$ cat config.mk
export PLATFORM = sky130hd
export DESIGN_NAME = dbgmb_channel
export DESIGN_NICKNAME = d
export VERILOG_FILES = /design/src/rtl/dbgmb_pkg.sv /design/src/rtl/dbgmb_slot.sv /design/src/rtl/dbgmb_host_if.sv /design/src/rtl/dbgmb_channel.sv
export SDC_FILE = /design/constraint.sdc
export NUM_CORES = 1
export LEC_CHECK = 0
export BUFFER_PORTS_ARGS = -buffer_cell sky130_fd_sc_hd__buf_2
export CAP_MARGIN = 25
export CORE_ASPECT_RATIO = 2
export CORE_MARGIN = 3
export CORE_UTILIZATION = 34
export CTS_CLUSTER_SIZE = 40
export DETAILED_ROUTE_END_ITERATION = 6
export PLACE_DENSITY = 0.62
export SYNTH_ARGS = -nofsm -noshare
export SYNTH_HDL_FRONTEND = slang
export SYNTH_HIERARCHICAL = 1
export SYNTH_SLANG_ARGS = --single-unit
$ cat constraint.sdc
create_clock -name clk -period 1.74 [get_ports clk]
set_clock_uncertainty 0.1 [all_clocks]
set_input_delay 0.348 -clock clk [delete_from_list [all_inputs] [get_ports clk]]
set_output_delay 0.348 -clock clk [all_outputs]
set_load 0.005 [all_outputs]
$ cat src/rtl/dbgmb_pkg.sv
package dbgmb_pkg;
  typedef enum logic [1:0] {
    SEL_NONE = 2'd0,
    SEL_CTRL = 2'd1,
    SEL_DATA = 2'd2
  } host_sel_e;

  localparam int TX_FLAG_BIT = 0;
  localparam int RX_FLAG_BIT = 1;
  localparam int VER_W       = 4;
endpackage

$ cat src/rtl/dbgmb_slot.sv
// One direction of the mailbox: a word register plus a pending flag.
module dbgmb_slot #(
  parameter int W = 32
) (
  input  logic         clk,
  input  logic         rst,
  input  logic         put,
  input  logic [W-1:0] put_data,
  input  logic         take,
  output logic [W-1:0] word,
  output logic         pending
);
  always_ff @(posedge clk) begin
    if (rst) begin
      word    <= '0;
      pending <= 1'b0;
    end else begin
      if (put) word <= put_data;
      // a put in the same cycle as a take wins: the new word stays pending
      if (put)       pending <= 1'b1;
      else if (take) pending <= 1'b0;
    end
  end
endmodule

$ cat src/rtl/dbgmb_host_if.sv
// Host address decode and registered read mux.
module dbgmb_host_if
  import dbgmb_pkg::*;
#(
  parameter int          DATA_W    = 32,
  parameter int          ADDR_W    = 5,
  parameter logic [ADDR_W-1:0] CTRL_ADDR = 5'h04,
  parameter logic [ADDR_W-1:0] DATA_ADDR = 5'h05,
  parameter logic [VER_W-1:0]  VERSION   = 4'h3
) (
  input  logic              clk,
  input  logic              rst,
  input  logic [ADDR_W-1:0] host_addr,
  input  logic              host_wr,
  input  logic              host_rd,
  input  logic              tx_pend,
  input  logic              rx_pend,
  input  logic [DATA_W-1:0] rx_word,
  output logic              data_put,
  output logic              data_take,
  output logic [DATA_W-1:0] host_rdata
);
  localparam int RSV_W = DATA_W - VER_W - 2;

  host_sel_e         sel;
  logic [DATA_W-1:0] ctrl_word;
  logic [DATA_W-1:0] rd_mux;

  always_comb begin
    if (host_addr == CTRL_ADDR)      sel = SEL_CTRL;
    else if (host_addr == DATA_ADDR) sel = SEL_DATA;
    else                             sel = SEL_NONE;
  end

  assign ctrl_word = {VERSION, {RSV_W{1'b0}}, rx_pend, tx_pend};
  assign data_put  = host_wr && (sel == SEL_DATA);
  assign data_take = host_rd && (sel == SEL_DATA);

  always_comb begin
    unique case (sel)
      SEL_CTRL: rd_mux = ctrl_word;
      SEL_DATA: rd_mux = rx_word;
      default:  rd_mux = '0;
    endcase
  end

  always_ff @(posedge clk) begin
    if (rst)          host_rdata <= '0;
    else if (host_rd) host_rdata <= rd_mux;
  end
endmodule

$ cat src/rtl/dbgmb_channel.sv
module dbgmb_channel
  import dbgmb_pkg::*;
#(
  parameter int                DATA_W    = 32,
  parameter int                ADDR_W    = 5,
  parameter logic [ADDR_W-1:0] CTRL_ADDR = 5'h04,
  parameter logic [ADDR_W-1:0] DATA_ADDR = 5'h05,
  parameter logic [VER_W-1:0]  VERSION   = 4'h3
) (
  input  logic              clk,
  input  logic              rst,
  input  logic [ADDR_W-1:0] host_addr,
  input  logic              host_wr,
  input  logic              host_rd,
  input  logic [DATA_W-1:0] host_wdata,
  output logic [DATA_W-1:0] host_rdata,
  input  logic              core_wr,
  input  logic [DATA_W-1:0] core_wdata,
  input  logic              core_rd,
  output logic [DATA_W-1:0] core_rdata
);
  logic              data_put, data_take;
  logic              tx_pend, rx_pend;
  logic [DATA_W-1:0] tx_word, rx_word;

  dbgmb_host_if #(
    .DATA_W(DATA_W), .ADDR_W(ADDR_W), .CTRL_ADDR(CTRL_ADDR),
    .DATA_ADDR(DATA_ADDR), .VERSION(VERSION)
  ) u_host (
    .clk(clk), .rst(rst), .host_addr(host_addr), .host_wr(host_wr),
    .host_rd(host_rd), .tx_pend(tx_pend), .rx_pend(rx_pend),
    .rx_word(rx_word), .data_put(data_put), .data_take(data_take),
    .host_rdata(host_rdata)
  );

  // host -> core
  dbgmb_slot #(.W(DATA_W)) u_tx (
    .clk(clk), .rst(rst), .put(data_put), .put_data(host_wdata),
    .take(core_rd), .word(tx_word), .pending(tx_pend)
  );

  // core -> host
  dbgmb_slot #(.W(DATA_W)) u_rx (
    .clk(clk), .rst(rst), .put(core_wr), .put_data(core_wdata),
    .take(data_take), .word(rx_word), .pending(rx_pend)
  );

  always_ff @(posedge clk) begin
    if (rst)          core_rdata <= '0;
    else if (core_rd) core_rdata <= tx_word;
  end
endmodule

==> results by group <==
Status
  – Run status: finished clean

Yosys
  – Most frequent cell after synthesis: dfxtp_1
  – Ranking of synthesized cells by area: dfxtp_1, mux2i_1, o41ai_2, nor2_1, or3b_2
  – Syn_area_per_cell: 11.1 um2
  – Post-synthesis async set-or-reset flop share: 0
  – Top cells by count, synth: dfxtp_1, mux2i_1, nor2_1
  – Cell taking the most area after synthesis: dfxtp_1
  – Netlist cell types: 22
  – Yosys Warn Count: 6
  – Cells after synthesis: 473
  – Cell area after synthesis: 5260 um2
  – Post-synthesis sequential area ratio: 0.495
  – Number of synthesized register bits: 130
  – Post-synth EDFFs: 0
  – Primary FF master, synth: dfxtp_1
  – Yosys top cell area share: 0.495
  – Synth Net Count: 548

Drt
  – First-pass iteration count of the detailed router: 4
  – Vias: 3770
  – DR WL/cell: 14.2 um
  – Drt drc: 0
  – Drt total wl: 11500 um
  – DR iter-0 viols: 59
  – DRT antenna net count: 0
  – Routed vias/inst: 4.64

Clock tree
  – Worst-Skew Late Latency: 0.40 ns
  – Post-CTS Resized: 0
  – Longest Clk Path Bufs: 2
  – CTS tree: yes
  – CTS H-Tree Depth: 4
  – Root Driver: clkbuf_16
  – CTS clock-pin slew for the worst setup and hold paths: 0.06 ns
  – CTS Buf Count: 17
  – Post-CTS Setup Repair Bufs: 0
  – Clock Sinks: 130
  – CTS Hold Bufs: 0

Worst setup path
  – Worst r2r dst: u_host/host_rdata[27]
  – Crit path kind: input port to flop
  – CP top delay family: simple AND/OR/NAND/NOR gates
  – Crit path buffers/inverters: 2
  – CP Data Required Time: 1.92 ns
  – Crit-path max FO: 33
  – Crit-path slowest cell: nor4b_1
  – Worst path cell trace: buf_2 -> nor4b_1 -> and3_2 -> buf_12 -> mux2i_1 -> nor2_1
  – Worst path max stage delay: 0.50 ns
  – Worst Path Arrival: 1.81 ns
  – Critical path capture point type: flop
  – Worst r2r src: u_host/host_rdata[27]
  – Reg2Reg Setup Slack: 0.66 ns
  – Crit path launch type: input port
  – R2R depth: 2

STA
  – Fin. Hold Viols: 0
  – FMAX: 611 MHz
  – Slew @ Worst Pin: 0.722 ns
  – Hold_ws: 0.0787 ns
  – Final setup viols: 0
  – RSZ-0062 raised after global routing: false
  – Final period utilization: 0.941
  – Worst rel slew slack: 0.518
  – Post-layout minimum cycle time: 1.64 ns
  – Count of pins over their slew limit: 0

Place
  – Routability cong.: 0.749
  – Placed Instances: 780
  – Port Buffers: 138
  – Cell Area, Placed: 6050 um2
  – DP Wirelength: 8330 um

Final layout
  – Layout cells sized above 1: 0.400
  – Final #Nets: 679
  – Post-route cell area: 6610 um2
  – N_diodes: 0
  – Layout Cells excl Fill: 812
  – Area delta synth->final: 25.7%

Global route
  – Pin count of the biggest net entering global routing: 70
  – Initial antenna violation count: 0
  – GRT Total Usage: 0.139
  – Overflow after GRT: 0
  – Vias in the first global route: 3947
  – First-pass GRT wire length: 18900 um

Power and ir drop
  – Switch Pwr: 1.61 mW
  – Switching share of power: 0.237
  – Reg power frac: 0.449
  – Pwr Density: 1030 nW/um2
  – Clock power share: 0.491
  – Leak pwr: 2.99 nW
  – Max VDD drop: 622 uV
  – Int Pwr: 5.20 mW
  – Power share of the combinational group: 0.060

Floorplanning
  – Initial Util: 0.351
  – Die height: 182 um
  – Die area: 17100 um2
  – Core Area: 15000 um2
  – Num ports: 139
  – Std cell rows: 63
  – Width of the die: 94.0 um

Worst hold path
  – HP Start: core_wdata[9]
  – Min-Delay Endpoint: u_rx/word[9]
  – HP Class: input port to flop
  – WHS Path Cells: 3

Job
  – Max cap viols: 0
-- worst register-to-register path, stage by stage (launching register included) --
cell and delay, ns:
dfxtp_1 0.36, or3b_2 0.47, o41ai_2 0.06
-- kinds of logic after synthesis --
kind of cell / after synthesis / synth area share
simple gates: 162 / 0.148
flops: 130 / 0.495
mux: 98 / 0.186
buf+inv: 49 / 0.0728
compound gates: 34 / 0.0980
-- cells in the final DEF (no fill, tap or decap), types with 3 or more instances in the layout --
cell	netlist	final
mux2i_1	98	98
inv_6	0	3
nand2b_1	3	3
dfxtp_1	130	130
or3b_2	28	28
buf_4	0	10
buf_2	6	137
clkbuf_16	0	17
clkinvlp_4	0	6
inv_1	6	6
buf_12	9	7
o41ai_2	26	26
o32ai_2	4	4
nand2_1	28	28
nor2_1	96	96
-- sequential cells by signal, summed over array words and instances (netlist names) --
register and flops:
core_rdata 32, u_host/host_rdata 32, u_rx/word 32, u_tx/word 32, u_rx/pending 1, u_tx/pending 1
-- worst max-delay path by stage --
stage / start / end / slack (ns) / cells after the start
2_1_floorplan: host_addr[1] / u_host/host_rdata[17] / 0.15 / 4
3_3_place_gp: host_addr[1] / u_tx/word[22] / -0.28 / 6
3_5_place_dp: host_addr[1] / u_tx/word[14] / -0.33 / 6
4_1_cts: host_addr[1] / u_tx/word[14] / 0.11 / 6
5_1_grt: host_addr[1] / u_tx/word[14] / 0.02 / 6
6_report: host_addr[1] / u_tx/word[30] / 0.10 / 6
-- power by group through the flow --
stage | Clock, mW | Combinational (mW) | Sequential, mW
final | 3.34 | 0.407 | 3.06
after global routing | 3.59 | 0.453 | 3.07
after CTS | 3.45 | 0.413 | 3.06
after detailed placement | 0 | 0.412 | 3.13
after global placement | 0 | 0.401 | 3.13
after floorplan | 0 | 0.282 | 3.12
-- layer usage --
layer,track usage,wire [um],part of all wire,vias to the layer above
met1,0.148,4490,0.39,1757
met2,0.250,6170,0.53,107
met3,0.0402,688,0.060,16
met5,0,0,0,-
li1,-,-,-,1890
met4,0.0561,193,0.017,0
-- cell type report --
cell class	instances	area, um2
clock buffers	18	429
fillers	1462	8370
inverters	7	26.3
well taps	195	244
multi-input cells	294	2280
flip-flops and latches	130	2600
repair buffers	154	901
clock inverters	14	131
-- through the flow --
step | util | worst slack [ns] | TNS, ns | power (mW)
finish | 0.441 | 0.103 | 0 | 6.81
global route | 0.441 | 0.0178 | 0 | 7.11
CTS | 0.441 | 0.108 | 0 | 6.92
detailed placement | 0.404 | -0.325 | -14.54 | 3.54
global placement | 0.404 | -0.283 | -11.93 | 3.53
floorplan | - | 0.155 | 0 | 3.40
(Power assumes the default switching activity.)
